<file path="src/rtl/spi_cmd_pkg.sv">
package spi_cmd_pkg;
  localparam int WORD_W = 16;
  localparam int BYTE_W = 8;

  typedef enum logic [2:0] {
    OP_NOP   = 3'b000,
    OP_SHDN  = 3'b001,
    OP_WRITE = 3'b010
  } opcode_e;
endpackage

</file>
<file path="src/rtl/spi_in_sync.sv">
module spi_in_sync #(
  parameter int            N       = 3,
  parameter int            STAGES  = 2,
  parameter logic [N-1:0]  RST_VAL = '0
) (
  input  logic         clk,
  input  logic         rst_n,
  input  logic [N-1:0] din,
  output logic [N-1:0] lvl,
  output logic [N-1:0] rise,
  output logic [N-1:0] fall
);
  for (genvar g = 0; g < N; g++) begin : g_bit
    logic [STAGES:0] pipe;
    always_ff @(posedge clk or negedge rst_n) begin
      if (!rst_n) pipe <= {(STAGES+1){RST_VAL[g]}};
      else        pipe <= {pipe[STAGES-1:0], din[g]};
    end
    assign lvl[g]  = pipe[STAGES-1];
    assign rise[g] = pipe[STAGES-1] & ~pipe[STAGES];
    assign fall[g] = ~pipe[STAGES-1] & pipe[STAGES];
  end
endmodule

</file>
<file path="src/rtl/spi_shift.sv">
module spi_shift #(
  parameter int WORD_W = spi_cmd_pkg::WORD_W
) (
  input  logic              clk,
  input  logic              rst_n,
  input  logic              cs_lvl,
  input  logic              cs_fall,
  input  logic              cs_rise,
  input  logic              sck_rise,
  input  logic              sck_fall,
  input  logic              si_lvl,
  output logic              so,
  output logic              cmd_valid,
  output logic [WORD_W-1:0] cmd_word
);
  localparam int               CNT_W = $clog2(WORD_W);
  localparam logic [CNT_W-1:0] LAST  = CNT_W'(WORD_W - 1);

  logic [WORD_W-1:0] shreg_q, shreg_d, word_d;
  logic [CNT_W-1:0]  cnt_q, cnt_d;
  logic              seen_q, seen_d, so_d, vld_d;

  always_comb begin
    shreg_d = shreg_q;
    cnt_d   = cnt_q;
    seen_d  = seen_q;
    so_d    = so;
    vld_d   = 1'b0;
    word_d  = cmd_word;
    if (cs_lvl) so_d = 1'b0;
    if (cs_fall) begin
      shreg_d = '0;
      cnt_d   = '0;
      seen_d  = 1'b0;
      so_d    = 1'b0;
    end else if (!cs_lvl) begin
      if (sck_rise) begin
        shreg_d = {shreg_q[WORD_W-2:0], si_lvl};
        cnt_d   = cnt_q + 1'b1;
        if (cnt_q == LAST) seen_d = 1'b1;
      end
      if (sck_fall) so_d = shreg_q[WORD_W-1];
    end
    if (cs_rise) begin
      vld_d  = seen_q && (cnt_q == '0);
      word_d = shreg_q;
    end
  end

  always_ff @(posedge clk or negedge rst_n) begin
    if (!rst_n) begin
      shreg_q   <= '0;
      cnt_q     <= '0;
      seen_q    <= 1'b0;
      so        <= 1'b0;
      cmd_valid <= 1'b0;
      cmd_word  <= '0;
    end else begin
      shreg_q   <= shreg_d;
      cnt_q     <= cnt_d;
      seen_q    <= seen_d;
      so        <= so_d;
      cmd_valid <= vld_d;
      cmd_word  <= word_d;
    end
  end
endmodule

</file>
<file path="src/rtl/spi_cmd_decode.sv">
module spi_cmd_decode
  import spi_cmd_pkg::*;
#(
  parameter int WORD_W = spi_cmd_pkg::WORD_W,
  parameter int DATA_W = spi_cmd_pkg::BYTE_W
) (
  input  logic              clk,
  input  logic              rst_n,
  input  logic              cmd_valid,
  input  logic [WORD_W-1:0] cmd_word,
  output logic [DATA_W-1:0] gain_q,
  output logic [DATA_W-1:0] chan_q,
  output logic              shdn_q,
  output logic              upd_stb
);
  localparam int INSTR_W = WORD_W - DATA_W;

  logic [INSTR_W-1:0] instr;
  logic [DATA_W-1:0]  data, gain_d, chan_d;
  logic               shdn_d, stb_d, unused_instr;
  opcode_e            op;

  assign instr        = cmd_word[WORD_W-1 -: INSTR_W];
  assign data         = cmd_word[DATA_W-1:0];
  assign op           = opcode_e'(instr[INSTR_W-1 -: 3]);
  assign unused_instr = ^instr[INSTR_W-4:1];

  always_comb begin
    gain_d = gain_q;
    chan_d = chan_q;
    shdn_d = shdn_q;
    stb_d  = 1'b0;
    if (cmd_valid) begin
      case (op)
        OP_WRITE: begin
          stb_d  = 1'b1;
          shdn_d = 1'b0;
          if (instr[0]) chan_d = data;
          else          gain_d = data;
        end
        OP_SHDN: shdn_d = 1'b1;
        default: ;
      endcase
    end
  end

  always_ff @(posedge clk or negedge rst_n) begin
    if (!rst_n) begin
      gain_q  <= '0;
      chan_q  <= '0;
      shdn_q  <= 1'b0;
      upd_stb <= 1'b0;
    end else begin
      gain_q  <= gain_d;
      chan_q  <= chan_d;
      shdn_q  <= shdn_d;
      upd_stb <= stb_d;
    end
  end
endmodule

</file>
<file path="src/rtl/spi_cmd_rx.sv">
module spi_cmd_rx #(
  parameter int WORD_W = spi_cmd_pkg::WORD_W,
  parameter int DATA_W = spi_cmd_pkg::BYTE_W,
  parameter int SYNC_N = 2
) (
  input  logic              clk,
  input  logic              rst_n,
  input  logic              cs_n,
  input  logic              sck,
  input  logic              si,
  output logic              so,
  output logic [DATA_W-1:0] gain_q,
  output logic [DATA_W-1:0] chan_q,
  output logic              shdn_q,
  output logic              upd_stb
);
  logic              rst_meta, rst_n_i;
  logic [2:0]        in_lvl, in_rise, in_fall;
  logic              cs_lvl, cs_rise, cs_fall, cmd_valid, unused_edges;
  logic [WORD_W-1:0] cmd_word;

  always_ff @(posedge clk or negedge rst_n) begin
    if (!rst_n) begin
      rst_meta <= 1'b0;
      rst_n_i  <= 1'b0;
    end else begin
      rst_meta <= 1'b1;
      rst_n_i  <= rst_meta;
    end
  end

  spi_in_sync #(.N(3), .STAGES(SYNC_N), .RST_VAL(3'b001)) u_sync (
    .clk(clk), .rst_n(rst_n_i), .din({si, sck, cs_n}),
    .lvl(in_lvl), .rise(in_rise), .fall(in_fall)
  );

  assign cs_lvl       = in_lvl[0];
  assign cs_rise      = in_rise[0];
  assign cs_fall      = in_fall[0];
  assign unused_edges = ^{in_rise[2], in_fall[2], in_lvl[1]};

  spi_shift #(.WORD_W(WORD_W)) u_shift (
    .clk(clk), .rst_n(rst_n_i), .cs_lvl(cs_lvl), .cs_fall(cs_fall),
    .cs_rise(cs_rise), .sck_rise(in_rise[1]), .sck_fall(in_fall[1]),
    .si_lvl(in_lvl[2]), .so(so), .cmd_valid(cmd_valid), .cmd_word(cmd_word)
  );

  spi_cmd_decode #(.WORD_W(WORD_W), .DATA_W(DATA_W)) u_dec (
    .clk(clk), .rst_n(rst_n_i), .cmd_valid(cmd_valid), .cmd_word(cmd_word),
    .gain_q(gain_q), .chan_q(chan_q), .shdn_q(shdn_q), .upd_stb(upd_stb)
  );
endmodule

</file>
<file path="config.mk">
export PLATFORM = sky130hd
export DESIGN_NAME = spi_cmd_rx
export DESIGN_NICKNAME = d
export VERILOG_FILES = /design/src/rtl/spi_cmd_pkg.sv /design/src/rtl/spi_in_sync.sv /design/src/rtl/spi_shift.sv /design/src/rtl/spi_cmd_decode.sv /design/src/rtl/spi_cmd_rx.sv
export SDC_FILE = /design/constraint.sdc
export NUM_CORES = 1
export LEC_CHECK = 0
export CORE_MARGIN = 2
export CORE_UTILIZATION = 45
export DETAILED_ROUTE_END_ITERATION = 12
export MAX_ROUTING_LAYER = met4
export PLACE_DENSITY = 0.67
export SLEW_MARGIN = 20
export SYNTH_ARGS = -nofsm -noshare
export SYNTH_HDL_FRONTEND = slang
export SYNTH_HIERARCHICAL = 1
export SYNTH_SLANG_ARGS = --single-unit
</file>
<file path="constraint.sdc">
create_clock -name clk -period 2.1 [get_ports clk]
set_clock_uncertainty 0.1 [all_clocks]
set_input_delay 0.525 -clock clk [delete_from_list [all_inputs] [get_ports clk]]
set_output_delay 0.525 -clock clk [all_outputs]
set_load 0.1 [all_outputs]
</file>
[After elaboration in Yosys (flattened, before gate mapping)]
Index checks and enable logic that the tools add are counted.
Cells by class
  shift operators: 0
  add/subtract/negate cells: 1
  reductions and logical operators: 10
  equality and inequality tests: 4
  $lt $le $gt $ge: 0
  muxes and demuxes: 18
  div/mod/pow operators: 0
  bitwise logic cells: 9
  multipliers: 0
Operator list (count)
  2-to-1 mux 16 bit: 3
  2-to-1 mux 4 bit: 3
  2-to-1 mux 1 bit: 11
  AND reduction 3 bit: 3
  nonzero test 2 bit: 3
  NOT 1 bit: 5
  adder 4 x 1 -> 4 bit (second input constant): 1
  AND 1 bit: 4
  == test 4 bit (second input constant): 1
  zero test 4 bit: 1
  AND reduction 2 bit: 2
  == test 3 x 1 -> 1 bit (second input constant): 1
  == test 3 x 2 -> 1 bit (second input constant): 1
  inequality test 2 bit (second input constant): 1
  one-hot mux 1 bit (2 select lines): 1
  logical AND 1 bit: 1
Word-level totals
  input port bits: 5
  bits in latches: 0
  logic and storage cells: 57
  memory bits (read-only): 0
  flip-flop bits (word level): 67
  RAM bits: 0
  output and inout bits: 19
  memories kept: 0

[Depth between registers and ports, before layout]
Gate-level depths: netlist of run 1.
  word-level depth: 5
  mapped depth: 6
  mapped depth without buffers: 4

[By module]
Netlist of run 1, hierarchy kept.
Modules (own cells, without submodules)
  spi_shift: instances 1, cells an instance 135, seq. area each 975.9 um^2, area an instance 1564.0 um^2
  spi_cmd_decode: instances 1, cells an instance 42, seq. area each 450.4 um^2, area an instance 710.7 um^2
  spi_in_sync: instances 1, cells an instance 18, seq. area each 229.0 um^2, area an instance 289.0 um^2
  spi_cmd_rx: instances 1, cells an instance 3, seq. area each 50.0 um^2, area an instance 53.8 um^2

[Worst setup path after synthesis of run 1]
OpenSTA, ideal clock, no wires.
  path kind: register -> register
  start point: reg u_sync.g_bit[0].pipe[1]
  end point: reg u_shift.cmd_word[10]
  period minus slack after synthesis: 1.592 ns
  stages on the path, launching flop included: 5
  library setup time: 0.125 ns
  buffers on the path: 2
  data required time: 1.875 ns
  slack: 0.508 ns
  data arrival time: 1.368 ns
  path through: dfstp_2 -> nor2b_1 -> buf_2 -> buf_2 -> mux2_2
On the way
  word-level cells in the longest chain between the ends: 1
RTL lines
  start, declared: RTL line spi_in_sync.sv:14  | logic [STAGES:0] pipe;
  start signal, assigned: RTL line spi_in_sync.sv:16  | if (!rst_n) pipe <= {(STAGES+1){RST_VAL[g]}};
  start signal, assigned: RTL line spi_in_sync.sv:17  | else pipe <= {pipe[STAGES-1:0], din[g]};
  AND 1 bit: RTL line spi_in_sync.sv:20  | assign rise[g] = pipe[STAGES-1] & ~pipe[STAGES];
  named net in_rise[0]: RTL line spi_cmd_rx.sv:18  | logic [2:0] in_lvl, in_rise, in_fall;
  end signal, assigned: RTL line spi_shift.sv:64  | cmd_word <= word_d;
  end, declared: RTL line spi_shift.sv:14  | output logic [WORD_W-1:0] cmd_word
The timed path passes the listed nets, and every way through them passes these cells.
A chain may end at the register's enable or synchronous reset.

[Worst setup path after layout of run 1]
  start point: reg u_sync.g_bit[1].pipe[1]
  end point: reg u_shift.cnt_q[3]
On the way
  word-level cells in the longest chain between the ends: 3
RTL lines
  start, declared: RTL line spi_in_sync.sv:14
  start signal, assigned: RTL line spi_in_sync.sv:16
  start signal, assigned: RTL line spi_in_sync.sv:17
  AND 1 bit: RTL line spi_in_sync.sv:20
  named net in_rise[1]: RTL line spi_cmd_rx.sv:18
  nonzero test 2 bit (no source line)
  AND reduction 2 bit (no source line)
  end signal, assigned: RTL line spi_shift.sv:60  | cnt_q <= cnt_d;
  end, declared: RTL line spi_shift.sv:20  | logic [CNT_W-1:0] cnt_q, cnt_d;
The timed path passes the listed nets, and every way through them passes these cells.

==> out/metrics.yaml, run 1 <==
route.vias.total: 1437
cp_num_buf_inv: 0
syn_to_final_growth_pct: 29.0
root_buffer: "clkbuf_8"
cts_buffers: 9
max_freq_mhz: 622
die_y_um: 77.4
layoutNonFillerInstCount: 291
grt_pass1_wl_um: 6980
drv_cap: 0
p_seq_share_pct: 53.3
rsz0062_at_grt: "false"
dp.cells: 274
insertion_delay_ns: 0.34
antenna-diode-count: 0
finalSetupViolCount: 0
final_layout_size_suffix_gt1_share_pct: 34.8
nets: 223
hold_class: "reg -> async"
worstPathArrival_ns: 1.77
period_share_pct: 76.6
p_int_mw: 1.85
cts_tree: "built"
cts.clk_slew.worst_paths_ns: 0.06
worstSetupEndpointType: "flip-flop"
max_stage_delay_ns: 0.41
preCtsSetupSlack_ns: 0.499
outcome: "finished, final reports clean"
route.detailed.drc: 0
postSynthCellCount: 186
core-area_um2: 5170
clock-sinks: 63
post-cts-setup-buffers: 0
fillCellCount: 400
place.detailed.hpwl_um: 2670
worst_path_max_delay_cell: "or3_1"
critPathRequiredTime_ns: 2.26
tns_ns: 0
gp_congestion: 0.776
setup_ws_ns: 0.492
grt_pass1_vias: 1485
stdcell_area_um2: 3130
clkPwrFrac_pct: 42.9
worst-setup-path-type: "reg -> reg"
placed_cell_area_um2: 2920
power.density_nw_per_um2: 752
wl_um: 3920
yosysWarnings: 6
slew_viol_final: 0
first_pass_iters: 6
drt.antenna.violating_nets: 0
p_comb_share_pct: 3.8
clockBufferDepth: 2
synth.avg_cell_area_um2: 13.1
ir_worst_vdd_uv: 641
syn_nets: 193
finalHoldViolations: 0
leakagePower_nw: 1.49
dieArea_um2: 6000
io_pins: 24
initial_core_util_pct: 46.9
drt-vias-per-instance: 4.94
path_cells: "nor2b_1 > nand2b_4 > or3_1 > a21oi_1"
cts_htree_levels: 3
swShare_pct: 21.6
min_period_ns: 1.61
critPathTopFamily: "simple AND/OR/NAND/NOR gates"
antenna_found_initial: 0
grt.total_usage_pct: 15.8
grt.overflow.total: 0
grt_max_degree: 59
io_buffer_count: 23
synth_area_um2: 2430
crit_fanout: 19
startpoint_type: "flip-flop"
power.net_switching_mw: 0.510
rows: 26
post_cts_resized: 0
first_iter_violations: 86
dieWidth_um: 77.4
wl_per_cell_um: 13.5
==> per-layer routing <==
| metal | wire length [um] | global-route usage (%) |
|---|---|---|
| met3 | 194 | 5.47 |
| met2 | 1920 | 23.7 |
| met5 | 0 | - |
| met1 | 1730 | 19.0 |
| met4 | 74 | 8.04 |
==> registers in the layout (all words and copies together) (netlist names) <==
signal / count
rst_meta: 1
u_shift/cmd_valid: 1
u_dec/gain_q: 8
u_shift/so: 1
u_dec/chan_q: 8
u_sync/g_bit.pipe: 8
u_shift/cmd_word: 12
u_shift/seen_q: 1
rst_n_i: 1
u_shift/cnt_q: 4
u_dec/shdn_q: 1
u_dec/upd_stb: 1
u_shift/shreg_q: 16
==> worst register-to-register path, delay by kind of cell (launching register included) <==
kind	cells	cell delay, ns
compound gates	1	0.16
simple gates	3	0.91
flops	1	0.36
==> worst paths after layout <==
kind | startpoint | to | slack, ns | cells after the start
setup / recovery | u_sync/g_bit[1].pipe[1]$_DFF_PN0_ | u_shift/cnt_q[3]$_DFFE_PN0P_ | 0.49 | 4
hold / removal | rst_n_i$_DFF_PN0_ | u_sync/g_bit[0].pipe[0]$_DFF_PN1_ | 0.14 | 0
setup reg to reg | u_sync/g_bit[1].pipe[1]$_DFF_PN0_ | u_shift/cnt_q[3]$_DFFE_PN0P_ | 0.49 | 4
hold reg to reg | rst_n_i$_DFF_PN0_ | u_sync/g_bit[0].pipe[0]$_DFF_PN1_ | 0.14 | 0
max in group asynchronous | rst_n_i$_DFF_PN0_ | u_sync/g_bit[2].pipe[1]$_DFF_PN0_ | 1.22 | 1
min in group clk | u_sync/g_bit[1].pipe[0]$_DFF_PN0_ | u_sync/g_bit[1].pipe[1]$_DFF_PN0_ | 0.25 | 0
==> final cells by class <==
| cell class | count | area, um^2 | area share, % |
|---|---|---|---|
| Sequential cell | 63 | 1580 | 50.5 |
| Multi-Input combinational cell | 111 | 776 | 24.8 |
| Timing Repair Buffer | 29 | 480 | 15.3 |
| Clock buffer | 10 | 138 | 4.40 |
| Tap cell | 70 | 87.6 | 2.80 |
| Clock inverter | 6 | 60.1 | 1.92 |
| Inverter | 2 | 7.51 | 0.240 |
==> power by group through the flow <==
stage / clock network [mW] / registers (mW) / logic [mW]
final: 1.01 / 1.26 / 0.0888
after global routing: 1.10 / 1.26 / 0.104
after CTS: 1.04 / 1.26 / 0.0924
after detailed placement: 0 / 1.28 / 0.0901
after global placement: 0 / 1.28 / 0.0862
after floorplan: 0 / 1.29 / 0.0501
==> repair_timing <==
item                                    4_1_cts  5_1_grt
endpoints found under the setup margin        0        0
hold buffers                                  1        0
endpoints found under the hold margin         2        0
==> layout by cell type, fill, tap and decap left out, types with 2 or more instances in the layout <==
cell / n
nor2b_1: 5
buf_12: 20
nor2_1: 4
dfrtp_1: 59
o21ai_0: 2
clkinvlp_4: 2
inv_1: 2
nand2_1: 36
clkdlybuf4s50_1: 4
clkinv_2: 3
clkbuf_8: 10
a21oi_1: 18
buf_4: 4
dfstp_2: 3
ha_1: 2
mux2_2: 28
==> through the flow <==
stage / power, mW / hold WS [ns] / utilization [%]
global route: 2.46 / 0.159 / 60.5
floorplan: 1.34 / 0.129 / -
global placement: 1.36 / -0.0322 / 56.5
detailed placement: 1.37 / -0.0324 / 56.5
CTS: 2.39 / 0.143 / 60.5
finish: 2.36 / 0.142 / 60.5
Power figures use the tool's default switching activity.
==> inputs of run 2 (changes only) <==
--- a/config.mk
+++ b/config.mk
@@ -9,7 +9,6 @@
 export CORE_UTILIZATION = 45
 export DETAILED_ROUTE_END_ITERATION = 12
 export MAX_ROUTING_LAYER = met4
-export PLACE_DENSITY = 0.67
 export SLEW_MARGIN = 20
 export SYNTH_ARGS = -nofsm -noshare
 export SYNTH_HDL_FRONTEND = slang
==> constraint.sdc (replaced) <==
create_clock -name clk -period 1.55 [get_ports clk]
set_clock_uncertainty 0.1 [all_clocks]
set_input_delay 0.3875 -clock clk [delete_from_list [all_inputs] [get_ports clk]]
set_output_delay 0.3875 -clock clk [all_outputs]
set_load 0.1 [all_outputs]
==> out/metrics.yaml, run 2 (synthesis gave the netlist of run 1 again) <==
drt.antenna.violating_nets: 0  # unchanged
largest_register_ffs: 16  # unchanged
layout_common_cells: "dfrtp_1 (59), nand2_1 (36), mux2_2 (28), buf_12 (20), a21oi_1 (18)"
cts_buffers: 9  # unchanged
drt-vias-per-instance: 4.91  # -0.59%
grt_max_degree: 26  # -56%
outcome: "finished, final reports clean"
power.density_nw_per_um2: 986  # +31%
leakagePower_nw: 1.51  # +1.5%
place.detailed.hpwl_um: 2980  # +12%
clockBufferDepth: 2  # unchanged
first_pass_iters: 5  # -1
wl_per_cell_um: 14.5  # +7.8%
rsz0062_at_grt: "false"
antenna_found_initial: 0  # unchanged
min_period_ns: 1.46  # -0.148 ns
grt.total_usage_pct: 17.1  # +1.3 points
final_layout_size_suffix_gt1_share_pct: 36.1  # +1.3 points
cts_htree_levels: 3  # unchanged
critPathRequiredTime_ns: 1.67  # -0.59 ns
dieArea_um2: 6000  # unchanged
worstPathArrival_ns: 1.58  # -0.19 ns
nets: 229  # +2.7%
grt.overflow.total: 0  # unchanged
max_freq_mhz: 685  # +10%
route.detailed.drc: 0  # unchanged
initial_core_util_pct: 46.9  # unchanged
route.vias.total: 1458  # +1.5%
drv_cap: 0  # unchanged
syn_to_final_growth_pct: 30.2
grt_pass1_vias: 1544  # +4.0%
cts.clk_slew.worst_paths_ns: 0.06  # about the same
io_pins: 24  # unchanged
startpoint_type: "flip-flop"
gp_congestion: 0.808  # +4.1%
root_buffer: "clkbuf_8"
finalSetupViolCount: 0  # unchanged
antenna-diode-count: 0  # unchanged
final_common_cell: "dfrtp_1"
hold_class: "in -> async"
grt_pass1_wl_um: 7450  # +6.8%
rows: 26  # unchanged
dieWidth_um: 77.4  # unchanged
fin_hold_ws_ns: 0.101  # -0.0408 ns
top_regs: "u_shift/shreg_q: 16 flops, u_shift/cmd_word: 12 flops"
wl_um: 4310  # +10%
core-area_um2: 5170  # unchanged
worst-setup-path-type: "reg -> reg"
ir_worst_vdd_uv: 572  # -11%
die_y_um: 77.4  # unchanged
cts_tree: "built"
tns_ns: 0  # unchanged
io_buffer_count: 23  # unchanged
first_iter_violations: 100  # +16%
max_flop_register: "u_shift/shreg_q"
crit_fanout: 9  # -10
worstSetupEndpointType: "flip-flop"
period_share_pct: 94.2  # +18 points
insertion_delay_ns: 0.34  # about the same
slew_viol_final: 0  # unchanged
finalHoldViolations: 0  # unchanged
clock-sinks: 63  # unchanged
==> run 2: cell types whose count changed in the layout (fill, tap and decap cells not counted), sizes merged <==
cell | previous run | this run
clkinv | 3 | 0
clkinvlp | 2 | 0
dlygate4sd3 | 1 | 0
bufinv | 1 | 0
buf | 24 | 31
clkbuf | 10 | 16
==> run 2: where the power goes <==
part | internal, mW | leakage (nW) | switching, mW | total (mW)
sequential | 1.68 | 0.850 | 0.0210 | 1.70
combinational | 0.0537 | 0.572 | 0.0774 | 0.131
clock | 0.715 | 0.0910 | 0.572 | 1.29
==> run 2: final timing paths <==
check	startpoint	end	slack [ns]	depth (start not counted)
worst max-delay path	u_sync/g_bit[0].pipe[1]$_DFF_PN1_	u_shift/cmd_word[14]$_DFFE_PN0P_	0.09	3
worst min-delay path	rst_n	rst_meta$_DFF_PN0_	0.10	1
worst max register to register	u_sync/g_bit[0].pipe[1]$_DFF_PN1_	u_shift/cmd_word[14]$_DFFE_PN0P_	0.09	3
worst min register to register	rst_n_i$_DFF_PN0_	u_sync/g_bit[0].pipe[0]$_DFF_PN1_	0.14	0
max in group asynchronous	rst_n_i$_DFF_PN0_	u_shift/shreg_q[12]$_DFFE_PN0P_	0.88	1
min in group clk	u_sync/g_bit[1].pipe[0]$_DFF_PN0_	u_sync/g_bit[1].pipe[1]$_DFF_PN0_	0.25	0
==> run 2: worst max-delay path, cell delays in order (launching register included) <==
cell and delay [ns]:
dfstp_2 0.52, nor2b_1 0.16, buf_4 0.20, mux2_2 0.35
==> run 2: layer usage <==
metal	GRT usage, %	part of all wire [%]	vias to the layer above
met5	-	0	-
met4	10.7	1.7	0
met3	4.30	3.2	7
met2	26.3	52	29
met1	20.1	43	730
li1	-	-	692
==> run 2: layout make-up <==
type | count | area [um^2]
fillers | 385 | 2010
well taps | 70 | 87.6
multi-input cells | 111 | 781
clock buffers | 16 | 180
inverters | 2 | 7.51
flip-flops and latches | 63 | 1580
repair buffers | 35 | 523
==> run 2: stage by stage <==
step           worst slack (ns)  area, um^2  total power [mW]  cells  utilization [%]
3_3_place_gp             0.0939        2980              1.85    281             57.5
3_5_place_dp             0.0345        2980              1.86    281             57.5
2_1_floorplan            0.0160        2430              1.81    186                -
4_1_cts                 0.00874        3160              3.15    297             61.0
6_report                 0.0896        3160              3.12    297             61.1
5_1_grt                 0.00877        3160              3.25    297             61.1
==> run 2: what timing repair did <==
item,CTS,global route
hold buffers,0,0
gates resized for setup,0,2
setup buffers,0,0
setup endpoints to repair,0,19
==> inputs of run 3 (changes only) <==
--- a/config.mk
+++ b/config.mk
@@ -7,6 +7,7 @@
 export LEC_CHECK = 0
 export CORE_MARGIN = 2
 export CORE_UTILIZATION = 45
+export CTS_CLUSTER_SIZE = 25
 export DETAILED_ROUTE_END_ITERATION = 12
 export MAX_ROUTING_LAYER = met4
 export SLEW_MARGIN = 20
==> results of run 3 <==
Same layout as run 2: the final DEF is identical, and so are final timing and power.
